$ cat config.mk
export PLATFORM = sky130hd
export DESIGN_NAME = laneSteer
export DESIGN_NICKNAME = d
export VERILOG_FILES = /design/src/rtl/laneSteerPkg.sv /design/src/rtl/laneSteerCtrl.sv /design/src/rtl/laneSteerData.sv /design/src/rtl/laneSteer.sv
export SDC_FILE = /design/constraint.sdc
export NUM_CORES = 1
export LEC_CHECK = 0
export ABC_AREA = 1
export BUFFER_PORTS_ARGS = -buffer_cell sky130_fd_sc_hd__buf_4
export CORE_MARGIN = 1.5
export CORE_UTILIZATION = 35
export CTS_CLUSTER_SIZE = 30
export DETAILED_ROUTE_END_ITERATION = 8
export PLACE_DENSITY = 0.67
export SETUP_SLACK_MARGIN = 0.2
export SLEW_MARGIN = 20
export SYNTH_ARGS = -nofsm -noshare
export SYNTH_HDL_FRONTEND = slang
export SYNTH_SLANG_ARGS = --single-unit
$ cat constraint.sdc
create_clock -name clk -period 1.3 [get_ports clk]
set_input_delay 0.13 -clock clk [delete_from_list [all_inputs] [get_ports clk]]
set_output_delay 0.13 -clock clk [all_outputs]
set_load 0.01 [all_outputs]
$ cat src/rtl/laneSteerPkg.sv
package laneSteerPkg;

  typedef enum logic [1:0] {
    KIND_CPU_IO  = 2'b00,
    KIND_CPU_MEM = 2'b01,
    KIND_DMA     = 2'b10,
    KIND_MASTER  = 2'b11
  } cycleKindT;

  // attributes latched at cycle start
  typedef struct packed {
    cycleKindT kind;
    logic      dirRead;
    logic      oddAddr;
    logic      wordReq;
    logic      wideTgt;
    logic      expLoop;
  } cycleAttrT;

  // strobes from control to datapath
  typedef struct packed {
    logic tgtLoOe;
    logic tgtHiOe;
    logic mstLoOe;
    logic mstHiOe;
    logic swapLoToHi;   // target lane 0 -> master lane 1 (read)
    logic swapHiToLo;   // master lane 1 -> target lane 0 (write)
    logic loopLoToHi;   // target lane 0 -> target lane 1
    logic loopHiToLo;   // target lane 1 -> target lane 0
    logic unsupported;
  } laneCtlT;

endpackage

$ cat src/rtl/laneSteerCtrl.sv
module laneSteerCtrl
  import laneSteerPkg::*;
(
  input  logic      clk,
  input  logic      rstN,
  input  logic      cycleStart,
  input  logic      cycleEnd,
  input  cycleAttrT attrIn,
  output laneCtlT   ctl
);

  cycleAttrT attrQ;
  logic      activeQ;

  always_ff @(posedge clk or negedge rstN) begin
    if (!rstN) begin
      attrQ   <= '0;
      activeQ <= 1'b0;
    end else if (cycleStart) begin
      attrQ   <= attrIn;
      activeQ <= 1'b1;
    end else if (cycleEnd) begin
      activeQ <= 1'b0;
    end
  end

  logic narrow, odd, loopKind, loopOk, unsup, normal, isWrite, isRead;
  logic laneLo, laneHi, loopSwap;

  always_comb begin
    narrow   = !attrQ.wideTgt;
    odd      = attrQ.oddAddr;
    loopKind = (attrQ.kind == KIND_DMA) || (attrQ.kind == KIND_MASTER);
    loopOk   = attrQ.expLoop && loopKind;
    unsup    = activeQ && narrow && attrQ.wordReq;
    normal   = activeQ && !unsup && !loopOk;
    isWrite  = normal && !attrQ.dirRead;
    isRead   = normal && attrQ.dirRead;
    laneLo   = attrQ.wordReq || !odd;
    laneHi   = attrQ.wordReq || odd;
    loopSwap = activeQ && !unsup && loopOk && narrow && odd;

    ctl = '0;
    ctl.unsupported = unsup;
    if (isWrite) begin
      ctl.tgtLoOe    = narrow ? 1'b1 : laneLo;
      ctl.tgtHiOe    = narrow ? 1'b0 : laneHi;
      ctl.swapHiToLo = narrow && odd;
    end
    if (isRead) begin
      ctl.mstLoOe    = narrow ? !odd : laneLo;
      ctl.mstHiOe    = narrow ? odd  : laneHi;
      ctl.swapLoToHi = narrow && odd;
    end
    if (loopSwap) begin
      ctl.loopLoToHi = attrQ.dirRead;
      ctl.loopHiToLo = !attrQ.dirRead;
      ctl.tgtHiOe    = attrQ.dirRead;
      ctl.tgtLoOe    = !attrQ.dirRead;
    end
  end

endmodule

$ cat src/rtl/laneSteerData.sv
module laneSteerData
  import laneSteerPkg::*;
#(
  parameter int BYTE_W = 8,
  localparam int LANES  = 2,
  localparam int DATA_W = LANES * BYTE_W
) (
  input  logic              clk,
  input  logic              rstN,
  input  laneCtlT           ctl,
  input  logic              captureStrobe,
  input  logic [DATA_W-1:0] masterDataIn,
  input  logic [DATA_W-1:0] targetDataIn,
  output logic [DATA_W-1:0] masterDataOut,
  output logic [DATA_W-1:0] targetDataOut
);

  logic [BYTE_W-1:0] mIn  [LANES];
  logic [BYTE_W-1:0] tIn  [LANES];
  logic [BYTE_W-1:0] rdSt [LANES];
  logic [BYTE_W-1:0] wrSt [LANES];
  logic              capEn[LANES];

  always_comb begin
    // write / loopback toward the target bus
    if (ctl.loopHiToLo)      wrSt[0] = tIn[1];
    else if (ctl.swapHiToLo) wrSt[0] = mIn[1];
    else                     wrSt[0] = mIn[0];
    wrSt[1] = ctl.loopLoToHi ? tIn[0] : mIn[1];
    // read toward the master bus
    rdSt[0] = tIn[0];
    rdSt[1] = ctl.swapLoToHi ? tIn[0] : tIn[1];
    capEn[0] = captureStrobe && ctl.mstLoOe;
    capEn[1] = captureStrobe && ctl.mstHiOe;
  end

  for (genvar g = 0; g < LANES; g++) begin : gLane
    logic [BYTE_W-1:0] capQ;

    assign mIn[g] = masterDataIn[g*BYTE_W +: BYTE_W];
    assign tIn[g] = targetDataIn[g*BYTE_W +: BYTE_W];

    always_ff @(posedge clk or negedge rstN) begin
      if (!rstN)         capQ <= '0;
      else if (capEn[g]) capQ <= rdSt[g];
    end

    assign masterDataOut[g*BYTE_W +: BYTE_W] = capQ;
    assign targetDataOut[g*BYTE_W +: BYTE_W] = wrSt[g];
  end

endmodule

$ cat src/rtl/laneSteer.sv
module laneSteer
  import laneSteerPkg::*;
#(
  parameter int BYTE_W = 8,
  localparam int DATA_W = 2 * BYTE_W
) (
  input  logic              clk,
  input  logic              rstN,
  input  logic              cycleStart,
  input  logic              cycleEnd,
  input  logic [1:0]        cycleKind,
  input  logic              dirRead,
  input  logic              addrLsb,
  input  logic              wordReq,
  input  logic              wideTgt,
  input  logic              expLoop,
  input  logic              captureStrobe,
  input  logic [DATA_W-1:0] masterDataIn,
  input  logic [DATA_W-1:0] targetDataIn,
  output logic [DATA_W-1:0] masterDataOut,
  output logic [DATA_W-1:0] targetDataOut,
  output logic              masterLoOe,
  output logic              masterHiOe,
  output logic              targetLoOe,
  output logic              targetHiOe,
  output logic              swapActive,
  output logic              unsupported
);

  cycleAttrT attrIn;
  laneCtlT   ctl;

  always_comb begin
    attrIn.kind    = cycleKindT'(cycleKind);
    attrIn.dirRead = dirRead;
    attrIn.oddAddr = addrLsb;
    attrIn.wordReq = wordReq;
    attrIn.wideTgt = wideTgt;
    attrIn.expLoop = expLoop;
  end

  laneSteerCtrl i_ctrl (
    .clk(clk), .rstN(rstN), .cycleStart(cycleStart), .cycleEnd(cycleEnd),
    .attrIn(attrIn), .ctl(ctl)
  );

  laneSteerData #(.BYTE_W(BYTE_W)) i_data (
    .clk(clk), .rstN(rstN), .ctl(ctl), .captureStrobe(captureStrobe),
    .masterDataIn(masterDataIn), .targetDataIn(targetDataIn),
    .masterDataOut(masterDataOut), .targetDataOut(targetDataOut)
  );

  assign masterLoOe  = ctl.mstLoOe;
  assign masterHiOe  = ctl.mstHiOe;
  assign targetLoOe  = ctl.tgtLoOe;
  assign targetHiOe  = ctl.tgtHiOe;
  assign unsupported = ctl.unsupported;
  assign swapActive  = ctl.swapLoToHi | ctl.swapHiToLo | ctl.loopLoToHi | ctl.loopHiToLo;

endmodule

==> run metrics <==
outcome finished, violations left; violated checks negative setup slack; Leak Pwr 1.619 nW; Layout fillers 368; Syn Inst Count 230; synthesized netlist net count 274; final worst-path cycle share 1.409; clock latency at the later pin of the worst-skew pair 270 ps; end-of-flow core utilization 0.6758; overall overflow remaining after global route 0; yosys synthesis warning count 0; number of ports placed on the die boundary 82; number of vias in the routed layout 2001; clock period minus worst slack 1832 ps; maximum fanout along the worst path 8; total wirelength of the detailed-routed design roughly 5500 um; Die Y-Extent 70.51 um; start point of the critical path i_ctrl.attrQ[1]; effective utilization at floorplan 0.3639; startpoint of the most critical register-to-register path i_ctrl.attrQ[1]; worst-case vdd ir drop 0.5583 mV; required time of the worst setup path 1170 ps; max-slew violation count 0; Port Buf Inserts 80; number of global-route vias before repair 1976; routing usage on met1 0.3022; leading register cell type out of synthesis dfrtp_1; EDFF count, synth 0; global routing's busiest layer met2; Hold Crit Depth 2; register bit count reported by yosys 23; instance area at placement between 0.002 and 0.003 mm^2; setup-violating endpoint count in the final report 38; unrepaired setup endpoints after global routing true; antenna fix cells 0; slew at the pin closest to its max-slew limit roughly 300 ps; Max H-tree Level 1; critical hold path startpoint cycleEnd; final setup slack of the worst path -532.1 ps; Hold Fails Final Rpt 0; Max Cap Viol 0; number of DRC markers after the initial detailed-route iteration approximately 120; Worst Path Arrival 1700 ps; gpl congestion 0.8726; crit end category output port; share of the yosys chip area belonging to registers 0.3608; non-filler instance count after layout 402; sequential cell area just under 600 um^2; Achievable Freq ~550 MHz; total power 0.002910 W; length in cells of the worst reg-to-reg path 11; commonest non-fill, non-tap cell in the layout buf_4; Final #Nets 395; total die area 0.004972 mm^2; die span in x 70.51 um; Avg Inst Size Synth 6.936 um^2; clock tree from TritonCTS built; initial antenna violation count 0; Avg Vias per Cell between 4 and 5; number of distinct library cell variants in the gate-level netlist after synthesis 26; first-pass GRT wire length 9114 um; Routed Antenna Nets 0; met3 layer usage reported by global route 0.04040; clock-pin slew reported for the worst setup and hold paths after clock tree synthesis about 90 ps; async set-or-reset flop fraction in the synthesized netlist 1.000; met2 global-route usage 0.3784; multi-input logic area 0.001077 mm^2; proportion of layout cells with a drive suffix above 1 0.5371; TritonCTS Buffers 3; drt wl/cell 13.79 um; TritonCTS Sinks 23; final design area excluding fillers 0.002963 mm^2; global-route usage over all layers 0.2268; number of core rows 24; pin count of the biggest net entering global routing 24; min-delay worst type in -> reg; mapped cell area 0.001595 mm^2; Power Dens Cells 982.2 mW/mm^2; area delta synth->final 85.73%; HPWL reported at the end of detailed placement a little over 4000 um; category of the critical setup timing path reg -> out; Worst Hold Slack 33.99 ps; clock tree buffer depth 2; commonest cells after routing, fill and taps aside 95 x buf_4, 57 x nand2_1, 37 x inv_1, 23 x buf_6, 22 x nand3_1; number of optimization iterations in the first detailed-route pass 4; critical path startpoint category flip-flop; CTS root buf clkbuf_8; Relative slew margins 0.7990; dpl cells 385; Clock Skews 5.722 ps; core area 0.004384 mm^2; DRC errors left 0
-- cells by family after synthesis --
kind of cell | after synthesis | share of synthesized area
AO/OA/AOI/OAI | 19 | 0.06823
AND/OR/NAND/NOR | 135 | 0.4306
multiplexers | 2 | 0.01412
buffers and inverters | 51 | 0.1263
flip-flops | 23 | 0.3608
-- routing by layer --
metal / part of all wire / vias to the layer above
met5: 0 / -
met4: 0.016 / 0
met3: 0.064 / 10
met2: 0.50 / 79
met1: 0.42 / 927
li1: - / 985
-- cells in the mapped netlist (3+ instances only) --
cell type,number,area (um^2)
o21ai_0,11,55.05
inv_2,3,11.26
buf_2,5,25.02
nand4_1,16,100.1
nand3_1,24,120.1
nand2_1,80,300.3
inv_1,40,150.1
o21ai_1,5,25.02
dfrtp_1,23,575.6
-- state kept, by name, summed over array words and instances (netlist names) --
| signal | flops |
|---|---|
| i_ctrl.activeQ | 1 |
| i_ctrl.attrQ | 5 |
| i_ctrl.odd | 1 |
| i_data.gLane.capQ | 16 |
-- through the flow --
stage	setup slack, ps	TNS [ps]
final	-532.1	-14010
after global routing	-608.1	-17210
after CTS	-478.0	-11930
after detailed placement	-305.2	-8560
after global placement	-257.2	-6879
after floorplan	-104.9	-3044
-- layout make-up --
| type | count | area share |
|---|---|---|
| repair buffers | 121 | 0.3450 |
| multi-input cells | 159 | 0.3636 |
| clock buffers | 4 | 0.01520 |
| inverters | 43 | 0.05870 |
| well taps | 52 | 0.02196 |
| flip-flops and latches | 23 | 0.1955 |
-- critical path, cell delays in order, from the launching register on --
cell	delay [ps]
dfrtp_2	450
inv_4	50
a21oi_4	200
buf_6	150
nand4_4	130
nand2_1	150
nand3_2	110
nand2_2	100
buf_6	100
-- worst paths after layout --
path	endpoint	slack (ps)
max	targetDataOut[0]	-530
min	i_ctrl.activeQ	30
max reg2reg	i_data.gLane[1].capQ[2]	-340
min reg2reg	i_data.gLane[0].capQ[1]	480
max in group asynchronous	i_ctrl.attrQ[2]	770
min in group asynchronous	i_ctrl.attrQ[1]	280
-- timing repair --
item | 4_1_cts | 5_1_grt
setup endpoints to repair | 38 | 39
endpoints found under the hold margin | 23 | 0
buffers inserted | 8 | 1
cloned | 3 | 0
resized for setup | 38 | 27
hold buffers | 1 | 0
pin swaps | 14 | 3
-- where the power goes --
group	internal [W]	switching, W	leakage (nW)
sequential	0.000920	0.000136	0.279
clock	0.000219	0.000238	0.0228
combinational	0.000725	0.000672	1.32
Note: power is estimated with default switching activity, not from simulation.
